<file path="src/rtl/ves_pkg.sv">
package ves_pkg;

   localparam int IDS_BIT = 24;
   localparam int AET_HI  = 15;
   localparam int AET_LO  = 14;
   localparam int EXT_BIT = 12;

   typedef enum logic [2:0] {
      OUT_NONE,
      OUT_DIRECT,
      OUT_ZERO,
      OUT_REDIR,
      OUT_TRAP,
      OUT_UNDEF
   } acc_out_e;

   function automatic logic [63:0] field_mask(input logic narrow);
      logic [63:0] m;
      m = '0;
      if (narrow) begin
         m[AET_HI:AET_LO] = 2'b11;
         m[EXT_BIT]       = 1'b1;
      end else begin
         m[IDS_BIT:0]     = '1;
      end
      return m;
   endfunction

endpackage

</file>
<file path="src/rtl/ves_acc_decode.sv">
module ves_acc_decode
   import ves_pkg::*;
#(
   parameter bit HAS_RAS = 1'b1,
   parameter bit HAS_EL2 = 1'b1
) (
   input  logic     strobe,
   input  logic [1:0] cur_el,
   input  logic     el2_en,
   input  logic     nv_ctl,
   input  logic     nv_mem,
   output acc_out_e outcome
);

   logic     el2_live;
   acc_out_e base;

   assign el2_live = HAS_EL2 && el2_en;

   always_comb begin
      base = OUT_UNDEF;
      unique case (cur_el)
         2'd0: base = OUT_UNDEF;
         2'd1: begin
            if (el2_live && nv_ctl && nv_mem)
               base = OUT_REDIR;
            else if (el2_live && nv_ctl)
               base = OUT_TRAP;
            else
               base = OUT_UNDEF;
         end
         2'd2: base = HAS_EL2 ? OUT_DIRECT : OUT_UNDEF;
         2'd3: base = HAS_EL2 ? OUT_DIRECT : OUT_ZERO;
         default: base = OUT_UNDEF;
      endcase
   end

   generate
      if (HAS_RAS) begin : g_present
         assign outcome = strobe ? base : OUT_NONE;
      end else begin : g_absent
         assign outcome = strobe ? OUT_UNDEF : OUT_NONE;
      end
   endgenerate

endmodule

</file>
<file path="src/rtl/ves_store.sv">
module ves_store
   import ves_pkg::*;
#(
   parameter int REG_W = 64
) (
   input  logic             clk,
   input  logic             we,
   input  logic [REG_W-1:0] wdata,
   input  logic             narrow,
   output logic [REG_W-1:0] q
);

   logic [63:0]      mask_full;
   logic [REG_W-1:0] mask;
   logic [REG_W-1:0] q_r;

   assign mask_full = field_mask(narrow);
   assign mask      = mask_full[REG_W-1:0];

   // Data flops deliberately carry no reset: contents are unknown until written.
   always_ff @(posedge clk) begin
      if (we)
         q_r <= wdata & mask;
   end

   assign q = q_r;

endmodule

</file>
<file path="src/rtl/ves_syn_fmt.sv">
module ves_syn_fmt
   import ves_pkg::*;
#(
   parameter int REG_W = 64
) (
   input  logic             clk,
   input  logic             rst_n,
   input  logic             take,
   input  logic             defer,
   input  logic             narrow,
   input  logic [REG_W-1:0] q,
   output logic [63:0]      esr_syn,
   output logic             esr_vld,
   output logic [31:0]      fsr_syn,
   output logic             fsr_vld,
   output logic [63:0]      dfr_syn,
   output logic             dfr_vld
);

   logic [63:0] esr_next;
   logic [31:0] fsr_next;
   logic [63:0] dfr_next;

   always_comb begin
      esr_next                  = '0;
      esr_next[IDS_BIT:0]       = q[IDS_BIT:0];
      fsr_next                  = '0;
      fsr_next[AET_HI:AET_LO]   = q[AET_HI:AET_LO];
      fsr_next[EXT_BIT]         = q[EXT_BIT];
      dfr_next                  = '0;
      dfr_next[REG_W-1:0]       = q;
   end

   always_ff @(posedge clk) begin
      if (take && !narrow) esr_syn <= esr_next;
      if (take &&  narrow) fsr_syn <= fsr_next;
      if (defer)           dfr_syn <= dfr_next;
   end

   always_ff @(posedge clk or negedge rst_n) begin
      if (!rst_n) begin
         esr_vld <= 1'b0;
         fsr_vld <= 1'b0;
         dfr_vld <= 1'b0;
      end else begin
         esr_vld <= take && !narrow;
         fsr_vld <= take &&  narrow;
         dfr_vld <= defer;
      end
   end

endmodule

</file>
<file path="src/rtl/virt_err_syndrome.sv">
module virt_err_syndrome
   import ves_pkg::*;
#(
   parameter bit          HAS_RAS   = 1'b1,
   parameter bit          HAS_EL2   = 1'b1,
   parameter int          REG_W     = 64,
   parameter int          OFF_W     = 12,
   parameter int          EC_W      = 6,
   parameter logic [11:0] REDIR_OFF = 12'h508,
   parameter logic [5:0]  TRAP_EC   = 6'h18
) (
   input  logic             clk,
   input  logic             rst_n,
   input  logic             acc_rd,
   input  logic             acc_wr,
   input  logic [REG_W-1:0] acc_wdata,
   input  logic [1:0]       cur_el,
   input  logic             el2_en,
   input  logic             nv_ctl,
   input  logic             nv_mem,
   input  logic             el1_narrow,
   input  logic             verr_take,
   input  logic             verr_defer,
   output logic [REG_W-1:0] acc_rdata,
   output logic             acc_ok,
   output logic             acc_redirect,
   output logic [OFF_W-1:0] acc_redir_off,
   output logic             acc_trap,
   output logic [EC_W-1:0]  acc_trap_class,
   output logic             acc_undef,
   output logic [31:0]      alias_rdata,
   output logic [63:0]      esr_syn,
   output logic             esr_vld,
   output logic [31:0]      fsr_syn,
   output logic             fsr_vld,
   output logic [63:0]      dfr_syn,
   output logic             dfr_vld
);

   localparam int OFF_PAD = (OFF_W > 12) ? OFF_W : 12;
   localparam int EC_PAD  = (EC_W > 6) ? EC_W : 6;

   generate
      if (REG_W < 32 || REG_W > 64) begin : g_bad_width
         $error("REG_W must lie in 32..64");
      end
      if (OFF_W < 12) begin : g_bad_off
         $error("OFF_W must be at least 12");
      end
      if (EC_W < 6) begin : g_bad_ec
         $error("EC_W must be at least 6");
      end
   endgenerate

   acc_out_e         outcome;
   logic [REG_W-1:0] q;
   logic             store_we;
   logic [OFF_PAD-1:0] off_ext;
   logic [EC_PAD-1:0]  ec_ext;

   ves_acc_decode #(
      .HAS_RAS(HAS_RAS),
      .HAS_EL2(HAS_EL2)
   ) u_dec (
      .strobe (acc_rd | acc_wr),
      .cur_el (cur_el),
      .el2_en (el2_en),
      .nv_ctl (nv_ctl),
      .nv_mem (nv_mem),
      .outcome(outcome)
   );

   assign store_we = acc_wr && (outcome == OUT_DIRECT);

   ves_store #(.REG_W(REG_W)) u_store (
      .clk   (clk),
      .we    (store_we),
      .wdata (acc_wdata),
      .narrow(el1_narrow),
      .q     (q)
   );

   ves_syn_fmt #(.REG_W(REG_W)) u_fmt (
      .clk    (clk),
      .rst_n  (rst_n),
      .take   (verr_take),
      .defer  (verr_defer),
      .narrow (el1_narrow),
      .q      (q),
      .esr_syn(esr_syn),
      .esr_vld(esr_vld),
      .fsr_syn(fsr_syn),
      .fsr_vld(fsr_vld),
      .dfr_syn(dfr_syn),
      .dfr_vld(dfr_vld)
   );

   assign off_ext = OFF_PAD'(REDIR_OFF);
   assign ec_ext  = EC_PAD'(TRAP_EC);

   assign acc_ok         = (outcome == OUT_DIRECT) || (outcome == OUT_ZERO);
   assign acc_redirect   = (outcome == OUT_REDIR);
   assign acc_trap       = (outcome == OUT_TRAP);
   assign acc_undef      = (outcome == OUT_UNDEF);
   assign acc_redir_off  = acc_redirect ? off_ext[OFF_W-1:0] : '0;
   assign acc_trap_class = acc_trap ? ec_ext[EC_W-1:0] : '0;
   assign acc_rdata      = (acc_rd && outcome == OUT_DIRECT) ? q : '0;
   assign alias_rdata    = q[31:0];

endmodule

</file>
<file path="config.mk">
export PLATFORM = sky130hd
export DESIGN_NAME = virt_err_syndrome
export DESIGN_NICKNAME = d
export VERILOG_FILES = /design/src/rtl/ves_pkg.sv /design/src/rtl/ves_acc_decode.sv /design/src/rtl/ves_store.sv /design/src/rtl/ves_syn_fmt.sv /design/src/rtl/virt_err_syndrome.sv
export SDC_FILE = /design/constraint.sdc
export NUM_CORES = 1
export LEC_CHECK = 0
export BUFFER_PORTS_ARGS = -buffer_cell sky130_fd_sc_hd__buf_2
export CORE_AREA = 2 2 140 142
export DETAILED_ROUTE_END_ITERATION = 10
export DIE_AREA = 0 0 142 144
export PLACE_DENSITY = 0.69
export SLEW_MARGIN = 30
export SYNTH_ARGS = -nofsm -noshare
export SYNTH_HDL_FRONTEND = slang
export SYNTH_HIERARCHICAL = 1
export SYNTH_SLANG_ARGS = --single-unit
export TNS_END_PERCENT = 50
</file>
<file path="constraint.sdc">
create_clock -name clk -period 5.4 [get_ports clk]
set_clock_uncertainty 0.1 [all_clocks]
set_input_delay 0.81 -clock clk [delete_from_list [all_inputs] [get_ports clk]]
set_output_delay 0.81 -clock clk [all_outputs]
set_load 0.01 [all_outputs]
</file>
==> impl_metrics.csv, run 1 <==
group,metric,value,unit
final_layout,fillers,1858,
synthesis,ys_top_cells_by_count,"buf_4 (125), edfxtp_1 (117), and2_4 (60)",
job,max_cap_violations,0,
synthesis,yosysTopAreaCell,"edfxtp_1",
setup_path,reg2reg_to,"u_fmt/dfr_syn[8]",
place,post-dp-hpwl,8000,um
grt,grt_pass1_wl,15900,um
drt,met1_length,4400,um
synthesis,synth_seq_cells,120,
timing,slew_headroom,0.418,
setup_path,reg2reg_from,"u_store/q[8]",
drt,ant_nets,0,
setup_path,startpoint_type,"input pin",
cts,cts-root-buf,"clkbuf_16",
floorplanning,dieArea,0.0204,sq mm
cts,clk_latency,0.41,ns
floorplanning,die_x,142,um
pwr,leakage,2.98,nW
synthesis,synth_cells,360,
synthesis,yosys.cell_count.top_type,"buf_4",
setup_path,crit_path_start,"acc_rd",
synthesis,synth_top_area_share,0.638,
setup_path,r2r_cells,0,
timing,rsz0062_at_grt,"false",
drt,dr_wl_met2,6010,um
cts,numClockSinks,120,
drt,drc,0,
cts,cts_tree,"built",
pwr,max-vdd-ir-drop,0.000194,V
place,port_buffers,190,
synthesis,syn_area,0.00551,sq mm
floorplanning,fp.dieH,144,um
cts,cts_resized,0,
setup_path,endpoint_kind,"output pin",
synthesis,synth_top_cells_by_area,"edfxtp_1 (64%), buf_4 (17%), and2_4 (9.5%)",
drt,wl_met3,1110,um
final_layout,area_growth,22.5,%
timing,holdWs,0.0749,ns
cts,cts.htree.levels,4,
drt,drtPass1Iterations,4,
setup_path,required,4.49,ns
final_layout,fin_nets,632,
pwr,p_per_area,370,mW/mm^2
floorplanning,core-area,0.0191,sq mm
synthesis,async_reset_ff_frac,0.0250,
drt,avgViaCountPerCell,3.70,
cts,clkTransAtPathRegs,0.07,ns
place,dp_cells,775,
setup_path,rrSetupSlack,4.52,ns
outcome,status,"finished clean",
drt,vias,2988,
synthesis,synth-seq-area-share,0.651,
timing,finalSetupViolations,0,
place,gp_congestion,0.691,
drt,routed_wl,11700,um
setup_path,arrival,2.56,ns
drt,dr.first_iter.drc_count,169,
final_layout,stdcell_count,808,
grt,grt_use_total,0.108,
timing,tightest_slew,0.873,ns
setup_path,crit_type,"input pin to output pin",
drt,topRoutingLayerUsed,"met4",
setup_path,critPathCapture,"acc_rdata[9]",
setup_path,worst-path-max-fanout,38,
timing,hold_viol,0,
grt,overflow,0,
timing,drv_slew,0,
final_layout,drive_above_1_share,0.538,
cts,post_cts_buffers,0,
timing,fin_crit_sh,0.643,
floorplanning,ios,357,
timing,fmax,288,MHz
floorplanning,initial_core_util,0.289,
cts,numCtsBuffers,17,
floorplanning,rows,51,
timing,finalSetupTns,0,ns
synthesis,ys.flop_type,"edfxtp_1",
timing,min_period,3.47,ns
final_layout,utilization,0.354,
cts,holdBufCountCts,0,
grt,antenna_found_initial,1,
synthesis,synth_cell_types,25,
synthesis,syn_area_per_cell,15.3,sq um
synthesis,yosys_warnings,6,
grt,grt_pass1_vias,2613,
drt,wl_per_cell,14.5,um
cts,clk_path_buf_depth,2,
grt,grt_max_degree,51,
synthesis,synth_edf_count,117,
min_path,holdCritPathClass,"input pin to async pin",
==> per-stage QoR <==
| stage | power (W) | cell area (sq um) | setup WS, ns |
|---|---|---|---|
| 3_3_place_gp | 0.00141 | 6170 | 1.67 |
| 5_1_grt | 0.00260 | 6750 | 1.82 |
| 4_1_cts | 0.00253 | 6740 | 1.61 |
| 2_1_floorplan | 0.00137 | 5950 | 2.51 |
| 3_5_place_dp | 0.00141 | 6170 | 1.62 |
| 6_report | 0.00249 | 6750 | 1.93 |
==> power by group <==
group / switching (W) / internal, W
combinational: 0.000163 / 0.000102
sequential: 0.0000298 / 0.00110
clock: 0.000481 / 0.000618
total: 0.000675 / 0.00182
==> critical path, stage by stage <==
cell and delay (ns):
buf_2 0.11, or2_2 0.30, nand2b_1 0.10, nor2_1 0.11, and4bb_4 0.75, and2_4 0.24
buf_2 0.12
==> sequential cells by signal, indices dropped and copies added (netlist names) <==
name,count
u_fmt/dfr_syn,64
u_fmt/esr_syn,25
u_store/q,25
u_fmt/fsr_syn,3
u_fmt/dfr_vld,1
u_fmt/esr_vld,1
u_fmt/fsr_vld,1
==> layout make-up <==
| class | instances | area, sq um | share of cell area |
|---|---|---|---|
| Antenna cell | 1 | 2.50 | 0.000371 |
| Clock buffer | 17 | 425 | 0.0630 |
| Clock inverter | 15 | 150 | 0.0223 |
| Multi-Input combinational cell | 223 | 1300 | 0.193 |
| Sequential cell | 120 | 3590 | 0.532 |
| Tap cell | 238 | 298 | 0.0441 |
| Timing Repair Buffer | 194 | 981 | 0.145 |
==> placed cells by master, fill, tap and decap left out, types with 2 or more instances in the layout <==
master and count:
buf_4 4, clkbuf_16 17, and2_1 4, nor2_1 3, clkinv_4 3, dfrtp_1 3, nor2b_1 6, and2_4 60
buf_2 190, edfxtp_1 117, conb_1 120, inv_6 3, inv_8 8, nor2b_2 15, and2b_1 2
==> metal layers <==
metal / vias up / global-route usage
li1: 1373 / -
met1: 1398 / 0.120
met2: 204 / 0.189
met3: 13 / 0.0361
met4: 0 / 0.0511
met5: - / 0
==> logic make-up after synthesis <==
logic type / after synthesis / synth area share
buf+inv: 134 / 0.193
flops: 120 / 0.651
simple gates: 101 / 0.151
other cells: 3 / 0.00204
compound gates: 1 / 0.00159
xor+xnor: 1 / 0.00159
==> worst min-delay path by stage <==
stage / endpoint / slack, ns / depth (start not counted)
floorplan: u_fmt/dfr_vld / 0.41 / 0
CTS: u_fmt/fsr_vld / 0.05 / 1
global placement: u_fmt/esr_syn[5] / 0.39 / 0
global route: u_fmt/fsr_vld / 0.06 / 1
finish: u_fmt/fsr_vld / 0.07 / 1
detailed placement: u_fmt/esr_syn[18] / 0.39 / 0
No activity file was read; power rests on OpenSTA's default activity.
==> run 2, diff against run 1 <==
--- a/config.mk
+++ b/config.mk
@@ -6,10 +6,10 @@
 export NUM_CORES = 1
 export LEC_CHECK = 0
 export BUFFER_PORTS_ARGS = -buffer_cell sky130_fd_sc_hd__buf_2
-export CORE_AREA = 2 2 140 142
+export CORE_AREA = 2 2 137 139
 export DETAILED_ROUTE_END_ITERATION = 10
-export DIE_AREA = 0 0 142 144
-export PLACE_DENSITY = 0.69
+export DIE_AREA = 0 0 139 141
+export PLACE_DENSITY = 0.73
 export SLEW_MARGIN = 30
 export SYNTH_ARGS = -nofsm -noshare
 export SYNTH_HDL_FRONTEND = slang
==> constraint.sdc (replaced) <==
create_clock -name clk -period 2.95 [get_ports clk]
set_clock_uncertainty 0.1 [all_clocks]
set_input_delay 0.4425 -clock clk [delete_from_list [all_inputs] [get_ports clk]]
set_output_delay 0.4425 -clock clk [all_outputs]
set_load 0.01 [all_outputs]
==> impl_metrics.csv, run 2 (synthesis gave the netlist of run 1 again) <==
group,metric,value,unit
grt,overflow,0,
cts,cts_resized,0,
timing,slew_headroom,0.401,
setup_path,cpMostUsedCell,"buf_2",
pwr,power.switching,0.00114,W
floorplanning,die_x,139,um
floorplanning,rows,50,
pwr,max-vdd-ir-drop,0.000349,V
cts,post_cts_buffers,0,
drt,avgViaCountPerCell,3.74,
grt,grt_pass1_vias,2648,
pwr,p_int,0.00346,W
floorplanning,initial_core_util,0.302,
pwr,clockPowerShare,0.445,
setup_path,worst-path-max-fanout,18,
floorplanning,ios,357,
cts,clkTransAtPathRegs,0.06,ns
final_layout,largest_reg_flops,64,
place,gp_congestion,0.708,
cts,clk_path_buf_depth,2,
timing,drv_slew,0,
place,post-dp-hpwl,8130,um
setup_path,r2r_cells,0,
timing,fmax,392,MHz
pwr,leakage,2.99,nW
setup_path,crit_path_start,"acc_rd",
timing,rsz0062_at_grt,"false",
cts,cts.htree.levels,4,
pwr,combPwrFrac,0.106,
pwr,p_per_area,680,mW/mm^2
min_path,holdPathStages,1,
timing,finalSetupViolations,0,
final_layout,layout_common_cells,"buf_2 (190), conb_1 (120), edfxtp_1 (117)",
setup_path,worst_path_max_delay_cell,"and4bb_2",
drt,routed_wl,11600,um
floorplanning,dieArea,0.0196,sq mm
cts,numCtsBuffers,17,
final_layout,final_common_cell,"buf_2",
drt,vias,3006,
cts,cts_tree,"built",
outcome,status,"finished clean",
setup_path,crit_type,"input pin to output pin",
grt,antenna_found_initial,0,
final_layout,fin_area,0.00677,sq mm
cts,cts-root-buf,"clkbuf_16",
drt,drtPass1Iterations,4,
final_layout,regMostFlops,"u_fmt/dfr_syn",
setup_path,reg2reg_from,"u_store/q[3]",
timing,holdWs,0.103,ns
setup_path,required,2.41,ns
final_layout,drive_above_1_share,0.535,
cts,clk_latency,0.42,ns
grt,grt_use_total,0.112,
setup_path,worstPathCellList,"buf_2 -> or2_2 -> nand2b_1 -> nor2_1 -> and4bb_2 -> buf_4 -> and2_4 -> buf_2",
timing,setup_slack,0.396,ns
min_path,hp-start,"acc_wdata[14]",
drt,ant_nets,0,
place,dp_cells,771,
drt,wl_per_cell,14.4,um
timing,min_period,2.55,ns
final_layout,antenna_cells,0,
setup_path,arrival,2.01,ns
drt,wl_met3,1000,um
place,placed_area,0.00617,sq mm
pwr,sw_frac_of_total,0.248,
min_path,min_to,"u_store/q[14]",
setup_path,startpoint_type,"input pin",
place,dp_slack,0.358,ns
pwr,seqPwrFrac,0.449,
drt,topRoutingLayerUsed,"met4",
cts,numClockSinks,120,
drt,drc,0,
job,max_cap_violations,0,
timing,tightest_slew,0.898,ns
min_path,holdCritPathClass,"input pin to flip-flop",
place,port_buffers,190,
final_layout,fin_nets,633,
timing,finalSetupTns,0,ns
setup_path,rrSetupSlack,2.03,ns
grt,grt_pass1_wl,16100,um
drt,met1_length,4240,um
drt,dr.first_iter.drc_count,106,
setup_path,reg2reg_to,"u_fmt/esr_syn[3]",
floorplanning,core-area,0.0183,sq mm
timing,hold_viol,0,
floorplanning,fp.dieH,141,um
grt,grt_max_degree,66,
setup_path,endpoint_kind,"output pin",
final_layout,area_growth,22.9,%
final_layout,stdcell_count,804,
setup_path,max_stage_delay,0.38,ns
drt,dr_wl_met2,6170,um
timing,fin_crit_sh,0.866,
==> run 2: cell count changes in the layout (fill, tap and decap cells not counted), moves of 2 or more <==
cell        change
inv_8           -7
clkinv_4        -2
inv_6           +3
clkinvlp_4      +2
bufinv_16       +2
==> run 2: timing repair <==
item	in CTS	in global routing
endpoints found under the setup margin	0	0
hold buffers	1	0
endpoints found under the hold margin	3	0
==> run 2: final cells by class <==
type                    count  area [sq um]
fillers                  1769         11500
flip-flops and latches    120          3590
multi-input cells         223          1300
repair buffers            195          1000
clock buffers              17           425
well taps                 234           293
clock inverters            15           164
==> run 2: metrics by stage <==
step            util  power (W)
6_report       0.371    0.00461
4_1_cts        0.371    0.00467
3_3_place_gp   0.338    0.00258
3_5_place_dp   0.338    0.00259
5_1_grt        0.371    0.00479
2_1_floorplan      -    0.00250
==> run 2: power groups by stage <==
stage / Sequential [W] / Clock [W] / Combinational, W
floorplan: 0.00215 / 0 / 0.000351
global route: 0.00208 / 0.00218 / 0.000527
detailed placement: 0.00211 / 0 / 0.000485
CTS: 0.00207 / 0.00211 / 0.000487
finish: 0.00207 / 0.00205 / 0.000489
global placement: 0.00210 / 0 / 0.000479
==> run 2: how the worst max path moves through the flow <==
stage	to	slack, ns	depth (start not counted)
2_1_floorplan	acc_rdata[0]	0.80	7
3_3_place_gp	acc_rdata[12]	0.39	8
3_5_place_dp	acc_rdata[16]	0.36	8
4_1_cts	acc_rdata[16]	0.35	8
5_1_grt	acc_rdata[22]	0.30	8
6_report	acc_rdata[16]	0.40	8
==> run 2: layer usage <==
| layer | GRT usage | vias up |
|---|---|---|
| li1 | - | 1370 |
| met1 | 0.118 | 1413 |
| met2 | 0.201 | 207 |
| met3 | 0.0380 | 16 |
| met4 | 0.0558 | 0 |
| met5 | 0 | - |
==> run 2: critical path: cells and delay by family <==
family        cells  cell delay (ns)
buf+inv           3             0.50
simple gates      5             1.06
